### src/rtl/evq_pkg.sv
package evq_pkg;
  localparam int NQ     = 4;
  localparam int QIDX_W = 2;

  // Strobes from control to datapath
  typedef struct packed {
    logic [NQ-1:0]     push;
    logic [NQ-1:0]     pop;
    logic              popValid;
    logic [QIDX_W-1:0] popIdx;
  } evq_strobe_t;
endpackage

### src/rtl/evq_ctrl.sv
module evq_ctrl
  import evq_pkg::*;
#(
  parameter int DEPTH = 16,
  parameter int PRI_W = 3
) (
  input  logic                clk,
  input  logic                rst,
  input  logic                reqValid,
  input  logic [QIDX_W-1:0]   reqQueue,
  input  logic [NQ-1:0]       tcReady,
  input  logic                priWrEn,
  input  logic [NQ*PRI_W-1:0] priWrData,
  output logic [NQ-1:0]       qFull,
  output evq_strobe_t         strobe
);
  localparam int CNT_W = $clog2(DEPTH + 1);

  logic [CNT_W-1:0]    count [NQ];
  logic [NQ*PRI_W-1:0] priReg;
  logic [PRI_W-1:0]    priLvl [NQ];
  logic [NQ-1:0]       eligible;
  logic [NQ-1:0]       pushMask;
  logic [NQ-1:0]       popMask;
  logic                popValid;
  logic [QIDX_W-1:0]   popIdx;
  logic [PRI_W-1:0]    bestPri;

  // Priority register: reset loads field q with value q
  always_ff @(posedge clk) begin
    if (rst) begin
      for (int q = 0; q < NQ; q++) priReg[q*PRI_W +: PRI_W] <= PRI_W'(q);
    end else if (priWrEn) begin
      priReg <= priWrData;
    end
  end

  for (genvar q = 0; q < NQ; q++) begin : g_q
    assign priLvl[q]   = priReg[q*PRI_W +: PRI_W];
    assign qFull[q]    = (count[q] == CNT_W'(DEPTH));
    assign eligible[q] = (count[q] != '0) && tcReady[q];
    assign pushMask[q] = reqValid && (reqQueue == QIDX_W'(q)) && !qFull[q];
    assign popMask[q]  = popValid && (popIdx == QIDX_W'(q));

    always_ff @(posedge clk) begin
      if (rst) begin
        count[q] <= '0;
      end else begin
        case ({pushMask[q], popMask[q]})
          2'b10:   count[q] <= count[q] + 1'b1;
          2'b01:   count[q] <= count[q] - 1'b1;
          default: count[q] <= count[q];
        endcase
      end
    end

    AST_NO_OVERFLOW: assert property (@(posedge clk) disable iff (rst)
      count[q] <= CNT_W'(DEPTH));
    AST_PUSH_POP_HOLD: assert property (@(posedge clk) disable iff (rst)
      (pushMask[q] && popMask[q]) |=> $stable(count[q]));
    AST_REFUSED_HOLD: assert property (@(posedge clk) disable iff (rst)
      (reqValid && reqQueue == QIDX_W'(q) && qFull[q] && !popMask[q])
        |=> (count[q] == CNT_W'(DEPTH)));
  end

  // Arbiter: strictly lower level replaces, so ties keep the lower index
  always_comb begin
    popValid = 1'b0;
    popIdx   = '0;
    bestPri  = '1;
    for (int q = 0; q < NQ; q++) begin
      if (eligible[q] && (!popValid || priLvl[q] < bestPri)) begin
        popValid = 1'b1;
        popIdx   = QIDX_W'(q);
        bestPri  = priLvl[q];
      end
    end
  end

  assign strobe.push     = pushMask;
  assign strobe.pop      = popMask;
  assign strobe.popValid = popValid;
  assign strobe.popIdx   = popIdx;

  AST_ONE_POP: assert property (@(posedge clk) disable iff (rst)
    $onehot0(popMask));
endmodule

### src/rtl/evq_datapath.sv
module evq_datapath
  import evq_pkg::*;
#(
  parameter int CH_W  = 6,
  parameter int DEPTH = 16
) (
  input  logic              clk,
  input  logic              rst,
  input  logic [CH_W-1:0]   reqChan,
  input  evq_strobe_t       strobe,
  output logic              outValid,
  output logic [CH_W-1:0]   outChan,
  output logic [QIDX_W-1:0] outPort
);
  localparam int PTR_W = $clog2(DEPTH);

  logic [CH_W-1:0] headChan [NQ];

  for (genvar q = 0; q < NQ; q++) begin : g_fifo
    logic [CH_W-1:0]  mem [DEPTH];
    logic [PTR_W-1:0] wrPtr;
    logic [PTR_W-1:0] rdPtr;

    always_ff @(posedge clk) begin
      if (strobe.push[q]) mem[wrPtr] <= reqChan;
    end

    always_ff @(posedge clk) begin
      if (rst) begin
        wrPtr <= '0;
        rdPtr <= '0;
      end else begin
        if (strobe.push[q]) wrPtr <= (wrPtr == PTR_W'(DEPTH - 1)) ? '0 : wrPtr + 1'b1;
        if (strobe.pop[q])  rdPtr <= (rdPtr == PTR_W'(DEPTH - 1)) ? '0 : rdPtr + 1'b1;
      end
    end

    assign headChan[q] = mem[rdPtr];
  end

  always_ff @(posedge clk) begin
    if (rst) begin
      outValid <= 1'b0;
      outChan  <= '0;
      outPort  <= '0;
    end else begin
      outValid <= strobe.popValid;
      if (strobe.popValid) begin
        outChan <= headChan[strobe.popIdx];
        outPort <= strobe.popIdx;
      end
    end
  end

  AST_OUT_FOLLOWS_POP: assert property (@(posedge clk) disable iff (rst)
    strobe.popValid |=> outValid);
endmodule

### src/rtl/evq_dispatch.sv
module evq_dispatch
  import evq_pkg::*;
#(
  parameter int CH_W  = 6,
  parameter int DEPTH = 16,
  parameter int PRI_W = 3
) (
  input  logic                clk,
  input  logic                rst,
  input  logic                reqValid,
  input  logic [CH_W-1:0]     reqChan,
  input  logic [1:0]          reqQueue,
  output logic [3:0]          qFull,
  input  logic [3:0]          tcReady,
  input  logic                priWrEn,
  input  logic [4*PRI_W-1:0]  priWrData,
  output logic                outValid,
  output logic [CH_W-1:0]     outChan,
  output logic [1:0]          outPort
);
  evq_strobe_t strobe;
  logic [NQ-1:0] readyQ;

  evq_ctrl #(.DEPTH(DEPTH), .PRI_W(PRI_W)) u_ctrl (
    .clk(clk), .rst(rst), .reqValid(reqValid), .reqQueue(reqQueue),
    .tcReady(tcReady), .priWrEn(priWrEn), .priWrData(priWrData),
    .qFull(qFull), .strobe(strobe)
  );

  evq_datapath #(.CH_W(CH_W), .DEPTH(DEPTH)) u_dp (
    .clk(clk), .rst(rst), .reqChan(reqChan), .strobe(strobe),
    .outValid(outValid), .outChan(outChan), .outPort(outPort)
  );

  // Controller readiness one cycle back, for the release check
  always_ff @(posedge clk) begin
    if (rst) readyQ <= '0;
    else     readyQ <= tcReady;
  end

  AST_PORT_READY: assert property (@(posedge clk) disable iff (rst)
    outValid |-> readyQ[outPort]);
endmodule

### config.mk
export PLATFORM = sky130hd
export DESIGN_NAME = evq_dispatch
export DESIGN_NICKNAME = d
export VERILOG_FILES = /design/src/rtl/evq_pkg.sv /design/src/rtl/evq_ctrl.sv /design/src/rtl/evq_datapath.sv /design/src/rtl/evq_dispatch.sv
export SDC_FILE = /design/constraint.sdc
export NUM_CORES = 1
export LEC_CHECK = 0
export BUFFER_PORTS_ARGS = -buffer_cell sky130_fd_sc_hd__buf_2
export CORE_ASPECT_RATIO = 1.1
export CORE_MARGIN = 5
export CORE_UTILIZATION = 56
export CTS_BUF_LIST = sky130_fd_sc_hd__clkbuf_16
export DETAILED_ROUTE_END_ITERATION = 7
export PLACE_DENSITY = 0.73
export SETUP_SLACK_MARGIN = 0.02
export SLEW_MARGIN = 25
export SYNTH_ARGS = -nofsm -noshare
export SYNTH_HDL_FRONTEND = slang
export SYNTH_HIERARCHICAL = 1
export SYNTH_SLANG_ARGS = --single-unit
### constraint.sdc
create_clock -name clk -period 6.6 [get_ports clk]
set_input_delay 0.33 -clock clk [delete_from_list [all_inputs] [get_ports clk]]
set_output_delay 0.33 -clock clk [all_outputs]
set_load 0.01 [all_outputs]
# == Yosys cells after proc, flatten, opt, wreduce, memory -nomap -nowiden ==
# Memories as Yosys holds them, arrays and structs flattened. A register that Yosys moved wholly into a read port is not among the register bits.
# Index checks and enable logic that the tools add are counted.
# op_classes
addsub,16
order_cmp,4
n_eq_ne,26
n_mux,87
bitwise_logic,13
reduce_logical,39
# op_table
op,n
two-way mux 4 bit,16
two-way mux 5 bit,12
two-way mux 1 bit,51
"adder 4 x 1 -> 4 bit, second input constant",8
"== test 4 bit, second input constant",8
"adder 5 x 1 -> 5 bit, second input constant",4
"== test 5 bit, second input constant",4
nonzero test 5 bit,4
"subtractor 5 x 1 -> 5 bit, second input constant",4
logical AND 1 bit,19
"== test 2 bit, second input constant",8
binary-select mux 6 bit (select 2 bit),1
"== test 2 x 1 -> 1 bit, second input constant",6
two-way mux 6 bit,2
bitwise OR 1 bit,12
< comparator 3 bit,3
two-way mux 3 bit,3
OR reduction 2 bit,4
zero test 1 bit,7
zero test 2 bit,2
two-way mux 2 bit,2
"greater-or-equal comparator 3 bit, second input constant",1
logical OR 1 bit,3
NOT 2 -> 3 bit,1
# totals
reg_bits,53
ram_bits,404
input_bits,28
output_inout_bits,13
mem_count,5
# mem_list
name,words,word_bits,rd,rd_clocked_by_memory_dff,wr,line,rtl
u_dp.g_fifo[0].mem,16,6,1,1,1,evq_datapath.sv:20,logic [CH_W-1:0] mem [DEPTH];
u_dp.g_fifo[1].mem,16,6,1,1,1,evq_datapath.sv:20,
u_dp.g_fifo[2].mem,16,6,1,1,1,evq_datapath.sv:20,
u_dp.g_fifo[3].mem,16,6,1,1,1,evq_datapath.sv:20,
u_ctrl.count,4,5,4,0,4,evq_ctrl.sv:19,logic [CNT_W-1:0] count [NQ];

# == Logic depth before layout (Yosys ltp) ==
# Gate-level depths: netlist (run 1).
# An unclocked memory read counts as a cell.
# logic_depth
word_depth,25
depth_mapped,32
ltp_nobuf,31

# == Modules after synthesis ==
# The synthesis (run 1) kept the hierarchy.
# by_module_without_submodules
mod,n_inst,cells_per_inst,area_each_um2,seq_area_each_um2
evq_datapath,1,955,17484.3,12672.2
evq_ctrl,1,282,2542.4,840.8

# == Worst setup path after synthesis (run 1) ==
# OpenSTA, ideal clock, no wires.
# synth_timing
kind,flip-flop to flip-flop
from,memory u_ctrl/count[0][0] in the netlist's numbering
to,memory u_ctrl/count[2][4] in the netlist's numbering (data pin)
setup_ps,273
arrival_ps,6745
slack_ps,-418
path_stages_with_launch,32
cell_sequence,edfxtp_1 inv_1 ha_1 or4b_4 nand2_1 nor2_1 ha_1 and3b_1 a221o_1 a31oi_1 mux2_2 ha_1 a211o_1 a32oi_1 o21ai_0 o21a_1 or2_1 buf_4 mux2_1 ha_1 nand2_1 nor2_1 o21ai_0 a21oi_1 ha_1 nand2_1 inv_1 ha_1 a21o_1 a21oi_1 xnor2_1 nor2_1
# synth_rtl
item,line
start: declaration,evq_ctrl.sv:19

==> metrics.md, run 1 <==
| Metric | Value |
|---|---|
| Clock Skews | 0.0124 ns |
| Critical Path End Type | register |
| Most frequent cell after synthesis | edfxtp_1 |
| Initial antenna violation count | 0 |
| Drt total wl | 40,800 um |
| Complex-gate fraction of the synthesized area | 0.0489 |
| # IOs | 41 |
| Clock Path Buffers | 3 |
| Power per cell area | 308 mW/mm2 |
| Grt peak-use layer | met2 |
| Origin of the critical flop-to-flop path | u_ctrl/count[0][1]$_DFFE_PP_ |
| Syn_area_per_cell | 16.2 um2 |
| Clock sink count | roughly 470 |
| Part of the power in registers | 0.495 |
| Layout Cells excl Fill | 1,850 |
| CP max-delay cell | or4b_4 |
| Clk_lat worst skew | 0.56 ns |
| H-tree levels | 2 |
| Root Buffer Master | clkbuf_16 |
| Setup crit start kind | register |
| Hold Startpoint | priWrData[0] |
| Final Core Density | 0.643 |
| CP max stage delay | 0.49 ns |
| Fin nets | 1,404 |
| Routed Antenna Nets | 0 |
| CTS Buf Count | 46 |
| Sw Pwr | 1.78 mW |
| Vias per std cell | 5.94 |
| Post-Synth XOR/XNOR Area | 0.00700 |
| EDFF count, synth | 404 |
| Ranking of synthesized cells by area | edfxtp_1, mux4_2, dfxtp_1 |
| Leak | about 7.6 nW |
| Core Footprint | 0.0352 mm2 |
| Crit-path max FO | 4 |
| Port-buffer cells | 40 |
| Net Sw Frac | 0.255 |
| Worst rel slew slack | 0.384 |
| Critical path class | register to register |
| Syn Inst Count | 1,237 |
| FP Rows | 72 |
| ANT cells | 0 |
| Crit path DAT | 6.94 ns |
| Die area | about 0.040 mm2 |
| Fmax | 0.153 GHz |
| # setup viols final | 0 |
| Dpl hpwl | about 26,000 um |
| Period utilization | 0.990 |
| Vias in the first global route | 11,000 |
| Total track usage | 0.205 |
| CP startpoint | u_ctrl/count[0][1]$_DFFE_PP_ |
| Hold_ws | about 0.017 ns |
| 1st-iter DRT viols | 783 |
| Vias | 11,000 |
| Post-Synth Simple-Gate Area | 0.0812 |
| Synthesized area | around 0.020 mm2 |
| Post-synthesis sequential area ratio | 0.675 |
| Placed insts | 1,736 |
| Starting density of the core | 0.569 |
| Crit path required time | 7.01 ns |
| Synthesized net count | between 1,000 and 1,500 |
| DRC | 0 |
| Most frequent cells after synthesis | edfxtp_1, mux4_2, dfxtp_1, and2_1, nor2_1 |
| CTS tree | yes |
| DRT Pass-1 Iters | 7 |
| Comb power frac | 0.172 |
| Async set-reset flop share out of synthesis | 0 |
| Worst vdd ir | approximately 160 uV |
| Internal power | 5.19 mW |
| Dominant synthesized flop cell | edfxtp_1 |
| Final Hold Fails | 0 |
| Die Height | 208 um |
| Maxcap violations | 0 |
| Drt wl/cell | 22.1 um |
| Yosys Warn Count | 6 |
| Distinct cell type count of the synthesized netlist | 62 |
| Adder-cell share of the synthesized area | 0.0279 |
| HP Class | primary input to register |
| Met3 Use GR | 0.0345 |
| Post-synth top area share | 0.606 |
| Met2 Resource Use GR | 0.334 |
| Gr ovfl total | 0 |
| Wire length of the first global-routing pass | roughly 63,000 um |
| Multiplexer share of the synthesized area | 0.140 |
| Clock Pin Slew Worst Setup and Hold Paths | 0.06 ns |
| Area grow syn2layout | 13.0% |
| Clock power frac | 0.333 |
| Most frequent CP cell | ha_4 |
| Main combinational cell family by area after synthesis | multiplexers |
| Die width | 190 um |
| Slew @ Worst Pin | a little over 0.9 ns |
| GRT met1 Usage | 0.287 |
| Slew Limit Fails | 0 |
| Largest area contributor in the netlist | edfxtp_1 |
| RSZ-0062 raised after global routing | yes |
| Final Critical Period | 6.53 ns |
| Layout cell share with drive strength beyond 1 | 0.218 |
| Outcome | finished, final reports clean |
| RePlAce Congestion | 0.857 |
| Largest net degree at the start of global routing | 65 |
| Seq cells post-synth | 473 |
==> per-stage QoR <==
step | setup WS [ns] | area [um2] | setup TNS, ns | total power, mW
2_1_floorplan | 0.0567 | 20100 | 0 | 4.23
3_3_place_gp | 0.0924 | 20800 | 0 | 4.54
3_5_place_dp | -0.174 | 20800 | -1.31 | 4.57
4_1_cts | 0.0347 | 22300 | 0 | 6.93
5_1_grt | -0.0707 | 22600 | -0.277 | 7.28
6_report | 0.0683 | 22600 | 0 | 6.97
==> power groups by stage <==
stage	Clock, mW	Sequential [mW]	Combinational (mW)
3_3_place_gp	0	3.50	1.04
4_1_cts	2.38	3.44	1.11
6_report	2.32	3.45	1.20
5_1_grt	2.51	3.46	1.30
2_1_floorplan	0	3.47	0.767
3_5_place_dp	0	3.51	1.06
==> timing repair <==
item / 4_1_cts / 5_1_grt
endpoints found under the setup margin: 17 / 27
gates resized for setup: 12 / 35
hold endpoints to repair: 5 / 0
pin swaps: 11 / 29
hold buffers: 5 / 0
buffers inserted: 10 / 14
==> routing by layer <==
metal	vias to the layer above	wire length, um
met5	-	0
met4	0	1120
met3	71	2380
met2	372	20200
met1	5525	17200
li1	5024	-
==> sequential cells by signal, summed over array words and instances, names as in the netlist, named ones only <==
name and flops:
u_ctrl/count 20, u_ctrl/priReg 12, u_dp/g_fifo.wrPtr 16, u_dp/outValid 1
u_dp/g_fifo.rdPtr 16, u_dp/outChan 6, u_dp/g_fifo.mem 384, u_dp/outPort 2
==> critical path: cells and delay by family, from the launching register on <==
| family | cells | cell delay (ns) |
|---|---|---|
| compound gates | 12 | 2.44 |
| fa+ha+maj | 4 | 0.79 |
| buf+inv | 1 | 0.10 |
| flops | 1 | 0.41 |
| mux | 2 | 0.65 |
| simple gates | 8 | 1.96 |
==> cell type report <==
type	count	area [um2]
clock inverters	39	191
multi-input cells	677	6350
clock buffers	46	1150
repair buffers	100	693
flip-flops and latches	473	13500
fillers	2435	12600
well taps	481	602
inverters	34	130
==> cell usage in the layout (no fill, tap or decap), drive strengths merged, types with 9 or more instances in the layout <==
cell	n
nand2	52
nand3	23
buf	95
xor2	10
o22ai	12
nand2b	15
a221oi	9
dfxtp	69
mux2i	55
and3	9
and2	68
nor3	18
inv	56
a21oi	32
mux2	23
clkbuf	46
ha	43
edfxtp	404
a31oi	11
clkinv	15
mux4	87
nor2b	17
o21ai	23
nor2	68
o211ai	10
==> cell families after synthesis <==
family | Yosys count
flip-flops | 473
AND/OR/NAND/NOR | 307
multiplexers | 165
AO/OA/AOI/OAI | 145
buffers and inverters | 87
adder cells (fa/ha/maj) | 44
XOR/XNOR | 16
==> final timing paths <==
kind	to	slack, ns	cells past startpoint
worst max-delay path	u_dp/outChan[1]$_SDFFE_PP0P_	0.07	27
worst min-delay path	u_ctrl/priReg[0]$_SDFFE_PP0P_	0.02	3
worst max register to register	u_dp/outChan[1]$_SDFFE_PP0P_	0.07	27
worst min register to register	u_dp/outChan[1]$_SDFFE_PP0P_	0.50	2
Power figures use the tool's default switching activity.
==> run 2: changes to the inputs <==
CELL_PAD_IN_SITES_DETAIL_PLACEMENT = 1   (was default)
CELL_PAD_IN_SITES_GLOBAL_PLACEMENT = 1   (was default)
CORE_UTILIZATION = 49   (was 56)
PLACE_DENSITY = 0.74   (was 0.73)
==> metrics.md, run 2 (synthesized netlist as in run 1, its figures left out) <==
| Metric | Value |
|---|---|
| Outcome | finished with violations |
| Failing checks | setup timing |
| # setup viols final | 3 |
| FP Rows | 77 |
| Root Buffer Master | clkbuf_16 |
| Hold Startpoint | priWrEn |
| Final Hold Fails | 0 |
| Crit path required time | slightly above 7 ns |
| Biggest regs | u_dp/g_fifo.mem (384), u_ctrl/count (20) |
| Layout cell share with drive strength beyond 1 | 0.233 |
| DRC | 0 |
| Core Footprint | between 0.04 and 0.05 mm2 |
| Most common cell after layout, fill and taps aside | edfxtp_1 |
| Worst rel slew slack | 0.363 |
| Largest Register | u_dp/g_fifo.mem |
| RSZ-0062 raised after global routing | yes |
| Initial antenna violation count | 0 |
| Post-DP Area | around 0.021 mm2 |
| Slew @ Worst Pin | 0.956 ns |
| Met3 Use GR | 0.0383 |
| Most frequent CP cell | ha_4 |
| Fmax | 0.149 GHz |
| Clk_lat worst skew | 0.60 ns |
| Die Height | 222 um |
| RePlAce Congestion | 0.796 |
| Worst Setup Slack, final | -0.0952 ns |
| Worst path bufs/invs | 1 |
| Finished layout cell area | about 0.023 mm2 |
| Wire length of the first global-routing pass | 72,100 um |
| Crit path DAT | 7.14 ns |
| HP Class | primary input to register |
| ANT cells | 0 |
| Origin of the critical flop-to-flop path | u_ctrl/count[0][1]$_DFFE_PP_ |
| Vias per std cell | around 6 |
| Overall power | 7.37 mW |
| # IOs | 41 |
| Dpl hpwl | 29,900 um |
| Starting density of the core | 0.497 |
| Clock Pin Slew Worst Setup and Hold Paths | 0.06 ns |
| H-tree levels | 2 |
| Largest net degree at the start of global routing | 65 |
| Gr ovfl total | 0 |
| Final Critical Period | 6.70 ns |
| Area grow syn2layout | 15.1% |
| Maxcap violations | 0 |
| Critical Path End Type | register |
| CP startpoint | u_ctrl/count[0][1]$_DFFE_PP_ |
| Clock sink count | 473 |
| Drt wl/cell | roughly 25 um |
| Total track usage | 0.207 |
| Critical path class | register to register |
| Die width | 203 um |
| Max reg flops | 384 |
| Clock Path Buffers | 3 |
| Hold_ws | 0.210 ns |
| Routed Antenna Nets | 0 |
| Power per cell area | 320 mW/mm2 |
| Worst vdd ir | 249 uV |
| Slew Limit Fails | 0 |
| Crit-path max FO | 3 |
| Drt total wl | 47,600 um |
| # fillers | 3,686 |
| 1st-iter DRT viols | about 770 |
| Port-buffer cells | 40 |
| Die area | approximately 0.045 mm2 |
| Largest delay contributor family on the critical path | compound AO/OA/AOI/OAI gates |
| Vias in the first global route | 12,000 |
| CP max stage delay | 0.51 ns |
| Met2 Resource Use GR | 0.353 |
| Clock Skews | around 0.020 ns |
| Grt peak-use layer | met2 |
| CTS Buf Count | 48 |
| Fin nets | 1,420 |
| CTS tree | yes |
| Leak | 7.81 nW |
| Period utilization | 1.01 |
| DRT Pass-1 Iters | 5 |
| Commonest cells after routing, fill and taps aside | edfxtp_1, mux4_2, and2_1, dfxtp_1, nor2_1 |
| Vias | 11,200 |
| Setup crit start kind | register |
| CP max-delay cell | or4b_4 |
| GRT met1 Usage | 0.279 |
-- run 2: changes by cell type in the layout (fill, tap and decap cells not counted), moves of 3 or more --
| cell | previous run | this run |
|---|---|---|
| inv_1 | 50 | 43 |
| buf_4 | 56 | 62 |
| clkinv_2 | 4 | 11 |
| nor2_2 | 0 | 3 |
| bufinv_16 | 0 | 4 |
| clkbuf_16 | 46 | 49 |
| dlygate4sd3_1 | 5 | 12 |
| nor2_1 | 67 | 64 |
-- run 2: final timing paths --
kind                              endpoint  slack [ns]  cells past startpoint
min          u_ctrl/priReg[7]$_SDFFE_PP1P_        0.21                      3
max           u_dp/outChan[1]$_SDFFE_PP0P_        -0.1                     27
min reg2reg   u_dp/outChan[0]$_SDFFE_PP0P_        0.52                      2
max reg2reg   u_dp/outChan[1]$_SDFFE_PP0P_        -0.1                     27
-- run 2: metrics by stage --
| stage | setup slack, ns | TNS [ns] | std cells | utilization |
|---|---|---|---|---|
| floorplan | 0.0567 | 0 | 1237 | - |
| global placement | 0.0353 | 0 | 1769 | 0.518 |
| detailed placement | -0.301 | -2.57 | 1770 | 0.519 |
| CTS | 0.0246 | 0 | 1882 | 0.564 |
| global route | -0.265 | -2.56 | 1901 | 0.572 |
| finish | -0.0952 | -0.205 | 1901 | 0.572 |
-- run 2: cell type report --
type	count	area, um2	share of cell area
multi-input combinational	677	6410	0.278
clock inverter	41	317	0.0137
sequential	473	13500	0.586
clock buffer	49	1230	0.0532
tap	513	642	0.0278
timing repair buffer	114	813	0.0353
inverter	34	130	0.00565
-- run 2: power breakdown --
group / internal, mW / switching (mW) / leakage (nW)
combinational: 0.597 / 0.671 / 2.77
sequential: 3.34 / 0.113 / 4.23
clock: 1.51 / 1.14 / 0.811
total: 5.45 / 1.92 / 7.81
-- run 2: tightest hold or removal path, stage by stage --
cell and delay [ns]:
buf_2 0.22, nand2_1 0.10, o211ai_1 0.09
-- run 2: repair_timing --
item	CTS	global route
hold buffers	12	0
setup buffers	10	18
pin swaps	11	37
setup endpoints to repair	23	37
gates cloned	0	1
gates resized for setup	19	41
endpoints found under the hold margin	12	0
-- run 2: per-layer routing --
metal	wire length (um)	vias up	part of all wire
met2	24200	230	0.51
met4	962	0	0.020
met1	20300	5885	0.43
li1	-	5061	-
met3	2150	66	0.045
met5	0	-	0
